`config.mk`:
```
export PLATFORM = sky130hd
export DESIGN_NAME = gearbox_seq_ctrl
export DESIGN_NICKNAME = d
export VERILOG_FILES = /design/src/rtl/gbx_pkg.sv /design/src/rtl/gbx_ctrl.sv /design/src/rtl/gbx_datapath.sv /design/src/rtl/gearbox_seq_ctrl.sv
export SDC_FILE = /design/constraint.sdc
export NUM_CORES = 1
export LEC_CHECK = 0
export BUFFER_PORTS_ARGS = -buffer_cell sky130_fd_sc_hd__buf_2
export CAP_MARGIN = 20
export CORE_AREA = 2 2 54 56
export CTS_CLUSTER_DIAMETER = 60
export DETAILED_ROUTE_END_ITERATION = 10
export DIE_AREA = 0 0 56 58
export PLACE_DENSITY = 0.73
export SYNTH_ARGS = -nofsm -noshare
export SYNTH_HDL_FRONTEND = slang
export SYNTH_SLANG_ARGS = --single-unit
```
`constraint.sdc`:
```
create_clock -name clk -period 1.9 [get_ports clk]
set_clock_uncertainty 0.2 [all_clocks]
set_input_delay 0 -clock clk [delete_from_list [all_inputs] [get_ports clk]]
set_output_delay 0 -clock clk [all_outputs]
set_load 0.02 [all_outputs]
```
`src/rtl/gbx_pkg.sv`:
```
package gbx_pkg;
  typedef struct packed {
    logic advance;  // step the count this cycle
    logic clear;    // return to zero instead of stepping
  } gbxStrobes_t;
endpackage

```
`src/rtl/gbx_ctrl.sv`:
```
module gbx_ctrl
  import gbx_pkg::*;
(
  input  logic        clk,
  input  logic        rst,
  input  logic        width4B,
  input  logic        atLast,
  output gbxStrobes_t strobes
);
  logic halfPhase;

  always_ff @(posedge clk) begin
    if (rst)          halfPhase <= 1'b0;
    else if (width4B) halfPhase <= 1'b0;
    else              halfPhase <= ~halfPhase;
  end

  always_comb begin
    strobes.advance = width4B | halfPhase;
    strobes.clear   = strobes.advance & atLast;
  end


  half_cadence_chk: assert property (@(posedge clk) disable iff (rst)
    (!width4B && strobes.advance) |=> !strobes.advance);


  full_cadence_chk: assert property (@(posedge clk) disable iff (rst)
    width4B |-> strobes.advance);
endmodule

```
`src/rtl/gbx_datapath.sv`:
```
module gbx_datapath
  import gbx_pkg::*;
#(
  parameter int SEQ_W  = 7,
  parameter int HDR_W  = 3,
  parameter int DATA_W = 32,
  parameter int LAST66 = 32,
  parameter int LAST67 = 66
) (
  input  logic              clk,
  input  logic              rst,
  input  logic              encSel67,
  input  logic              width4B,
  input  gbxStrobes_t       strobes,
  input  logic [HDR_W-1:0]  hdrIn,
  input  logic [DATA_W-1:0] dataIn,
  output logic              atLast,
  output logic [SEQ_W-1:0]  seqOut,
  output logic [HDR_W-1:0]  hdrOut,
  output logic [DATA_W-1:0] dataOut
);
  localparam int HALF_W = DATA_W / 2;
  localparam logic [SEQ_W-1:0] LAST66_V = SEQ_W'(LAST66);
  localparam logic [SEQ_W-1:0] LAST67_V = SEQ_W'(LAST67);

  logic [SEQ_W-1:0] seqCnt;
  logic [SEQ_W-1:0] lastVal;

  assign lastVal = encSel67 ? LAST67_V : LAST66_V;
  assign atLast  = (seqCnt >= lastVal);

  always_ff @(posedge clk) begin
    if (rst)                 seqCnt <= '0;
    else if (strobes.clear)  seqCnt <= '0;
    else if (strobes.advance) seqCnt <= seqCnt + 1'b1;
  end

  always_comb begin
    seqOut = seqCnt;
    seqOut[SEQ_W-1] = encSel67 & seqCnt[SEQ_W-1];
    hdrOut = hdrIn;
    hdrOut[HDR_W-1] = encSel67 & hdrIn[HDR_W-1];
  end

  generate
    for (genvar g = 0; g < DATA_W; g++) begin : g_lane
      if (g < HALF_W) begin : g_lo
        assign dataOut[g] = dataIn[g];
      end else begin : g_hi
        assign dataOut[g] = width4B & dataIn[g];
      end
    end
  endgenerate


  wrap66_chk: assert property (@(posedge clk) disable iff (rst)
    !encSel67 |-> seqOut <= SEQ_W'(LAST66));


  wrap67_chk: assert property (@(posedge clk) disable iff (rst)
    encSel67 |-> seqOut <= SEQ_W'(LAST67));


  seq_msb_low_chk: assert property (@(posedge clk) disable iff (rst)
    !encSel67 |-> !seqOut[SEQ_W-1]);


  hdr_msb_low_chk: assert property (@(posedge clk) disable iff (rst)
    !encSel67 |-> !hdrOut[HDR_W-1]);


  full_step_chk: assert property (@(posedge clk) disable iff (rst)
    width4B |=> seqOut != $past(seqOut));


  pause_wrap_chk: assert property (@(posedge clk) disable iff (rst)
    (width4B && atLast) |=> seqOut == '0);
endmodule

```
`src/rtl/gearbox_seq_ctrl.sv`:
```
module gearbox_seq_ctrl
  import gbx_pkg::*;
#(
  parameter int SEQ_W  = 7,
  parameter int HDR_W  = 3,
  parameter int DATA_W = 32,
  parameter int LAST66 = 32,
  parameter int LAST67 = 66
) (
  input  logic              clk,
  input  logic              rst,
  input  logic              encSel67,
  input  logic              width4B,
  input  logic [HDR_W-1:0]  hdrIn,
  input  logic [DATA_W-1:0] dataIn,
  output logic [SEQ_W-1:0]  seqOut,
  output logic [HDR_W-1:0]  hdrOut,
  output logic [DATA_W-1:0] dataOut,
  output logic              srcPause
);
  gbxStrobes_t strobes;
  logic        atLast;

  gbx_ctrl u_ctrl (
    .clk     (clk),
    .rst     (rst),
    .width4B (width4B),
    .atLast  (atLast),
    .strobes (strobes)
  );

  gbx_datapath #(
    .SEQ_W (SEQ_W), .HDR_W (HDR_W), .DATA_W (DATA_W),
    .LAST66(LAST66), .LAST67(LAST67)
  ) u_dp (
    .clk      (clk),
    .rst      (rst),
    .encSel67 (encSel67),
    .width4B  (width4B),
    .strobes  (strobes),
    .hdrIn    (hdrIn),
    .dataIn   (dataIn),
    .atLast   (atLast),
    .seqOut   (seqOut),
    .hdrOut   (hdrOut),
    .dataOut  (dataOut)
  );

  assign srcPause = atLast;


  reset_zero_chk: assert property (@(posedge clk)
    $past(rst) |-> seqOut == '0);
endmodule

```
Yosys cells after proc, flatten, opt, wreduce, memory -nomap -nowiden:

Index checks and enable logic that the tools add are counted.

* register bits: 8
* bits in latches: 0
* memory bits (writable): 0
* memory bits (read-only): 0
* bits of input ports: 39
* output and inout port bits: 43
* word-level logic and storage cells: 28
* memories: 0

* add/sub/neg operators: 1
* $mul: 0
* div/mod/pow operators: 0
* $lt $le $gt $ge: 1
* eq/ne operators: 0
* shifts and indexed selects: 0
* multiplexer cells: 1
* bitwise operators: 21
* reduce and logical (&&, ||, !) cells: 2

Operator list (count)
* $and A1 B1 Y1: 19
* $add A7 B1 Y7 const B: 1
* $ge A7 B7 Y1: 1
* $mux W7: 1
* $reduce_or A2 Y1: 2
* $not A1 Y1: 1
* $or A1 B1 Y1: 1

Depth between registers and ports, before layout:

Gate-level depths: netlist (run 1).

* word-level depth: 4
* gate-level depth with buffers: 7
* depth with buffers taken out: 6

Hierarchy:

From an unflattened synthesis (run 1), not the netlist that was laid out.

* cells, all modules: 89
* area total of the unflattened synthesis: 701.9 um2

Modules (own cells, without submodules)
* gbx_datapath: times used 1, cells an instance 85, area an instance 663.1 um2, seq. area each 140.1 um2
* gbx_ctrl: times used 1, cells an instance 4, area an instance 38.8 um2, seq. area each 20.0 um2

Least setup slack after synthesis (run 1):

Ideal clock, no wire load.

* path type: reg-to-reg
* from: register u_dp.seqCnt[5]
* to: register u_dp.seqCnt[5]
* setup time: 74 ps
* data arrival time: 1723 ps
* required time: 1626 ps
* slack: -97 ps
* stages on the path, launching flop included: 6
* path buffers: 0
* period minus slack after synthesis: 1997 ps
* cell sequence: dfxtp_1 > ha_1 > or4_4 > nor4b_4 > o221ai_1 > a31oi_1

* longest elaborated chain between the ends: 3
* elaborated cells between the ends (all ways): 4
* those cells by class: add/sub (1); order compare (1); bitwise (1); reduce/logical (1)

Ends and longest elaborated chain
* start: declaration: RTL line gbx_datapath.sv:26 `logic [SEQ_W-1:0] seqCnt;`
* start signal: assignment: RTL line gbx_datapath.sv:35 `else if (strobes.advance) seqCnt <= seqCnt + 1'b1;`
* $ge A7 B7 Y1: RTL line gbx_datapath.sv:30 `assign atLast = (seqCnt >= lastVal);`
* $and A1 B1 Y1: RTL line gbx_ctrl.sv:20 `strobes.clear = strobes.advance & atLast;`
* $reduce_or A2 Y1 (no line)

Parallel ways exist; a longest one is shown, timed or not.
A chain may end at the register's enable or synchronous reset.

Final worst setup path (run 1):

* from: register u_dp.seqCnt[5]
* to: output port srcPause

* longest elaborated chain between the ends: 1

Ends and longest elaborated chain
* $ge A7 B7 Y1: RTL line gbx_datapath.sv:30
* end: declaration: RTL line gearbox_seq_ctrl.sv:19 `output logic srcPause`

Every way passes these cells.

==> reports/results.txt, run 1 <==
DP Area -> 947 µm²
Drt drc -> 0
GPL Wtd Cong -> 0.780
Top cells by area, synth -> buf_4, dfxtp_1, and2_1
Nets -> 200
Final setup viols -> 5
Worst-path maximum fanout -> 4
Power Internal -> 0.000348 W
Row count -> 19
Reg2reg start -> u_dp.seqCnt[5]
Post-synth EDFFs -> 0
Port buffer count -> 45
Status -> finished, violations left
Yosys cell types -> 21
Clock Path Buffers -> 2
Flop2flop setup slack -> -50 ps
NetSw -> 0.000192 W
Final WS setup -> -112 ps
Vias -> 869
Part of the power in registers -> 0.336
Area growth syn-to-layout -> 52.7%
Antenna violations before repair -> 0
Top-count cell post-synth -> buf_4
Max Cap Violations -> 0
Drt pass-1 iters -> 4
Clock transition at path regs -> 60 ps
Comb power frac -> 0.423
# IOs -> 82
Placeable Area -> 0.00266 mm²
Sw frac -> 0.356
Worst reg2reg path endpoint -> u_dp.seqCnt[5]
Leakage -> 0.571 nW
Layout cells sized above 1 -> 0.435
CTS root buf -> clkbuf_4
Register area share after synthesis -> 0.201
Post-synthesis cell area -> 797 µm²
Inserted Diodes -> 0
Initial Util -> 0.299
DR vias/cell -> 4.70
Die H -> 58 µm
Vias in the first global route -> 740
Hold depth -> 3
Routed WL per cell -> 11.9 µm
Post-synth top flop -> dfxtp_1
Power Density -> 444 mW/mm²
Crit end category -> output pin
Clock latency on the worst-skew pair -> 250 ps
HP Class -> in2out
Post-Syn Instances -> 105
R2R cell count -> 6
WS Path Type -> reg2out
Detail Route Antenna Nets -> 0
Period utilization -> 1.06
Violated checks -> setup timing
Overall Global Routing Usage -> 0.131
Synth Warn # -> 0
Slew Limit Fails -> 0
Critical hold path startpoint -> dataIn[28]
Initial DRC count -> 14
Fmax achieved -> 0.497 GHz
Asr flop ratio synth -> 0
Final wirelength -> 2210 µm
Post-DP HPWL -> 1520 µm
CTS buffer count -> 3
Startpoint Class -> register
Setup TNS -> -191 ps
Mapped Nets -> 149
Least-Margin Pin Slew -> 315 ps
WP data required -> 1700 ps
Die W -> 56 µm
Die area -> 0.00325 mm²
Area leader, netlist -> buf_4
CTS tree -> yes
Clk pwr share -> 0.241
H-tree level count -> 1
Fin area -> 0.00122 mm²
First-pass GRT wire length -> 3380 µm
Crit path DAT -> 1810 ps
Clk sinks -> 8
Hold Crit Endpoint -> dataOut[28]
Fillers -> 287
Top cell type's share of synthesized area -> 0.226
Slew headroom -> 0.790
Gr ovfl total -> 0
Top post-synthesis cells by count -> buf_4, and2_1, nand2_1, dfxtp_1
Mean Syn Cell Area -> 7.59 µm²
Fin. Hold Viols -> 0
Post-layout minimum cycle time -> 2010 ps
Max VDD drop -> 0.330 mV
Synth Register Bits -> 8
RSZ-0062 raised after global routing -> yes
Largest net degree at the start of global routing -> 22
==> stage by stage <==
step                      instances  setup slack, ps  total power [W]  hold WS, ps  utilization
after floorplan                 105            -70.5         0.000331        -87.4            -
after global placement          161            -56.4         0.000334         -200        0.356
after detailed placement        161            -55.1         0.000336         -200        0.356
after CTS                       184             -121         0.000533          124        0.446
after global routing            185             -192         0.000577          138        0.457
final                           185             -112         0.000540          123        0.457
==> state kept, by name (all words and copies together), names as in the netlist <==
| name | flops |
|---|---|
| u_dp.seqCnt | 7 |
| u_ctrl.halfPhase | 1 |
==> per-layer routing <==
layer  global-route usage  share of wire  vias to the layer above
li1                     -              -                      433
met1                0.161           0.39                      373
met2                0.220           0.48                       63
met3               0.0603           0.13                        0
met4               0.0102              0                        0
met5                    0              0                        -
==> worst max path at each step <==
stage,from,end,slack [ps],cells past startpoint
after floorplan,u_dp.seqCnt[6],u_dp.seqCnt[5],-70,5
after global placement,u_dp.seqCnt[6],u_dp.seqCnt[5],-60,6
after detailed placement,u_dp.seqCnt[6],u_dp.seqCnt[5],-60,6
after CTS,u_dp.seqCnt[5],srcPause,-120,6
after global routing,u_dp.seqCnt[5],srcPause,-190,6
final,u_dp.seqCnt[5],srcPause,-110,6
==> cell type report <==
type	instances	area [µm²]	area share
clock buffers	3	22.5	0.0185
multi-input cells	66	479	0.394
flip-flops and latches	8	163	0.134
repair buffers	75	507	0.416
inverters	2	7.51	0.00617
well taps	31	38.8	0.0319
==> timing repair <==
item                       in CTS  in global routing
setup endpoints to repair       8                  8
hold buffers                   20                  0
pin swaps                       8                  4
buffers inserted                0                  1
gates cloned                    0                  0
hold endpoints to repair       26                  0
gates resized for setup         4                  3
==> layout by cell type (no fill, tap or decap), drive strengths merged <==
cell and count:
o221ai 5, nand3 4, nor2b 2, nor2 4, and2 17, nor3 5, buf 55, dfxtp 8
or4 1, nand2 9, dlygate4sd3 20, a31oi 4, o21a 1, nor3b 1, inv 2, o21ai 3
a21oi 3, nor4b 1, o22ai 1, clkbuf 3, ha 5
==> critical path, cell delays in order (launching register included) <==
cell and delay [ps]:
dfxtp_2 330, ha_4 150, or4_4 480, nor4b_4 240, buf_4 180, nor2_2 50, buf_6 130
==> kinds of logic after synthesis <==
family	synth area share
compound gates	0.141
fa+ha+maj	0.0785
buf+inv	0.259
flops	0.201
simple gates	0.320
==> power groups by stage <==
stage / clock [W] / sequential, W / combinational (W)
global route: 0.000150 / 0.000182 / 0.000245
finish: 0.000130 / 0.000181 / 0.000229
detailed placement: 0 / 0.000184 / 0.000152
CTS: 0.000134 / 0.000180 / 0.000219
floorplan: 0 / 0.000183 / 0.000148
global placement: 0 / 0.000184 / 0.000150
(Power assumes the default switching activity.)
==> inputs of run 2 (changes only) <==
Settings changed: ABC_AREA from default to 1, CORE_AREA 2 2 54 56 to 2 2 55 57, DIE_AREA 0 0 56 58 to 0 0 57 59, PLACE_DENSITY 0.73 to 0.72.
==> reports/results.txt, run 2 <==
Status -> completed
Die H -> 59 µm
Post-DP HPWL -> 1270 µm
Overall Global Routing Usage -> 0.104
Worst-path maximum fanout -> 5
Mapped Nets -> 175
Placed Cells -> 181
Clk sinks -> 8
Inserted Diodes -> 0
Fin. Hold Viols -> 0
Area growth syn-to-layout -> 33.4%
Leakage -> 0.704 nW
Max VDD drop -> 0.257 mV
Setup bufs post-CTS -> 0
Max reg flops -> 7
WP data required -> 1700 ps
Part of the power in registers -> 0.356
Final core utilization -> 0.415
Slowest CP cell -> dfxtp_1
Nets -> 218
Top-count cell post-synth -> nand2_1
R2R cell count -> 9
Post-synthesis cell area -> 842 µm²
Yosys cell types -> 20
CP Launch Point -> u_dp.seqCnt[1]
Fmax achieved -> 0.616 GHz
Clock latency on the worst-skew pair -> 250 ps
NetSw -> 0.000189 W
Fillers -> 282
Crit path DAT -> 1420 ps
Commonest cells after routing, fill and taps aside -> buf_2, nand2_1, inv_1
Die W -> 57 µm
Top post-synthesis cells by count -> nand2_1, inv_1, buf_4, nor2_1, dfxtp_1
Slew headroom -> 0.800
Worst stage delay on the critical path -> 390 ps
CTS root buf -> clkbuf_4
Reg2reg start -> u_dp.seqCnt[1]
Synth Register Bits -> 8
Hold Slack -> 49.1 ps
Met2 GRT Util -> 0.166
Largest registers -> u_dp.seqCnt (7), u_ctrl.halfPhase (1)
Global route hottest layer -> met2
WS Path Type -> reg2out
Top cell by count, worst path -> nand2_1
Initial Util -> 0.311
Register area -> 160 µm²
Mean Syn Cell Area -> 6.43 µm²
Largest reg by FF count -> u_dp.seqCnt
Placeable Area -> 0.00271 mm²
Gr ovfl total -> 0
Worst setup endpoint -> srcPause
Drt pass-1 iters -> 4
Routed WL per cell -> 8.98 µm
H-tree level count -> 1
Met3 usage -> 0.0218
Setup TNS -> 0 ps
Post-layout minimum cycle time -> 1620 ps
Register area share after synthesis -> 0.190
Max Cap Violations -> 0
Post-layout instance count excluding filler cells -> 203
Area leader, netlist -> buf_4
CP Cell Sequence -> inv_1, ha_1, nand2_1, nor2_1, nand2_1, nand3_2, buf_2
Most common cell after layout, fill and taps aside -> buf_2
Clock transition at path regs -> 50 ps
Top cells by area, synth -> buf_4, dfxtp_1, nand2_1
Initial DRC count -> 18
Post-synth EDFFs -> 0
Crit end category -> output pin
Synth Warn # -> 0
Vias in the first global route -> 683
Layout cells sized above 1 -> 0.314
Post-Syn Instances -> 131
Least-Margin Pin Slew -> 300 ps
Power Internal -> 0.000332 W
Largest net degree at the start of global routing -> 18
Worst reg2reg path endpoint -> u_dp.seqCnt[5]
Port buffer count -> 45
CTS buffer count -> 3
Sw frac -> 0.363
Critical hold path startpoint -> width4B
DR vias/cell -> 4.06
First-pass GRT wire length -> 2680 µm
Clk pwr share -> 0.243
Asr flop ratio synth -> 0
# IOs -> 82
Met1 Use GR -> 0.123
Slew Limit Fails -> 0
Post-synth top flop -> dfxtp_1
Drt drc -> 0
Clock Path Buffers -> 2
Startpoint Class -> register
Fin area -> 0.00112 mm²
Multi-input logic area -> 375 µm²
Detail Route Antenna Nets -> 0
Top cell type's share of synthesized area -> 0.214
Vias -> 825
HP Class -> in2reg
Flop2flop setup slack -> 330 ps
DP Area -> 911 µm²
Final setup viols -> 0
Power Density -> 464 mW/mm²
RSZ-0062 raised after global routing -> no
GPL Wtd Cong -> 0.789
CTS tree -> yes
Comb power frac -> 0.401
Period utilization -> 0.855
Final wirelength -> 1820 µm
Row count -> 19
Die area -> 0.00336 mm²
Antenna violations before repair -> 0
-- run 2: cells by family (layout without fill, tap and decap cells) --
logic type,count (synthesis),in the layout,synth area share
xor+xnor,4,4,0.0416
buf+inv,55,96,0.364
compound gates,3,3,0.0178
flops,8,8,0.190
fa+ha+maj,5,5,0.0743
simple gates,56,56,0.312
-- run 2: metal layers --
metal / routed length, µm / share of wire
met4: 53 / 0.029
met5: 0 / 0
met3: 172 / 0.094
met2: 860 / 0.47
met1: 736 / 0.40
-- run 2: area by class of cell --
cell class / count / share of cell area
Clock buffer: 3 / 0.0200
Inverter: 29 / 0.0991
Multi-Input combinational cell: 68 / 0.334
Sequential cell: 8 / 0.143
Tap cell: 31 / 0.0345
Timing Repair Buffer: 64 / 0.370
-- run 2: power groups by stage --
stage	registers, W	logic, W	clock network, W
final	0.000186	0.000209	0.000127
after floorplan	0.000186	0.000162	0
after detailed placement	0.000188	0.000150	0
after global placement	0.000188	0.000149	0
after global routing	0.000186	0.000226	0.000135
after CTS	0.000185	0.000211	0.000134
-- run 2: stage by stage --
step	power [W]	worst slack (ps)
after CTS	0.000530	268
after global routing	0.000547	225
after floorplan	0.000348	370
after global placement	0.000337	397
final	0.000521	275
after detailed placement	0.000339	334
-- run 2: how the worst min path moves through the flow --
stage / to / slack (ps) / cells past startpoint
6_report: u_ctrl.halfPhase / 50 / 4
3_3_place_gp: dataOut[0] / -200 / 0
2_1_floorplan: u_ctrl.halfPhase / -130 / 1
4_1_cts: u_ctrl.halfPhase / 50 / 4
3_5_place_dp: dataOut[0] / -200 / 0
5_1_grt: u_ctrl.halfPhase / 100 / 4
-- run 2: what timing repair did --
item / in CTS / in global routing
hold endpoints to repair: 26 / 0
hold buffers: 19 / 0
resized for setup: 0 / 0
-- run 2: critical path, delay by kind of cell, from the launching register on --
family	cells	cell delay (ps)
DFF	1	390
adders and majority gates	1	270
and+or+nand+nor	4	270
buffers and inverters	2	240
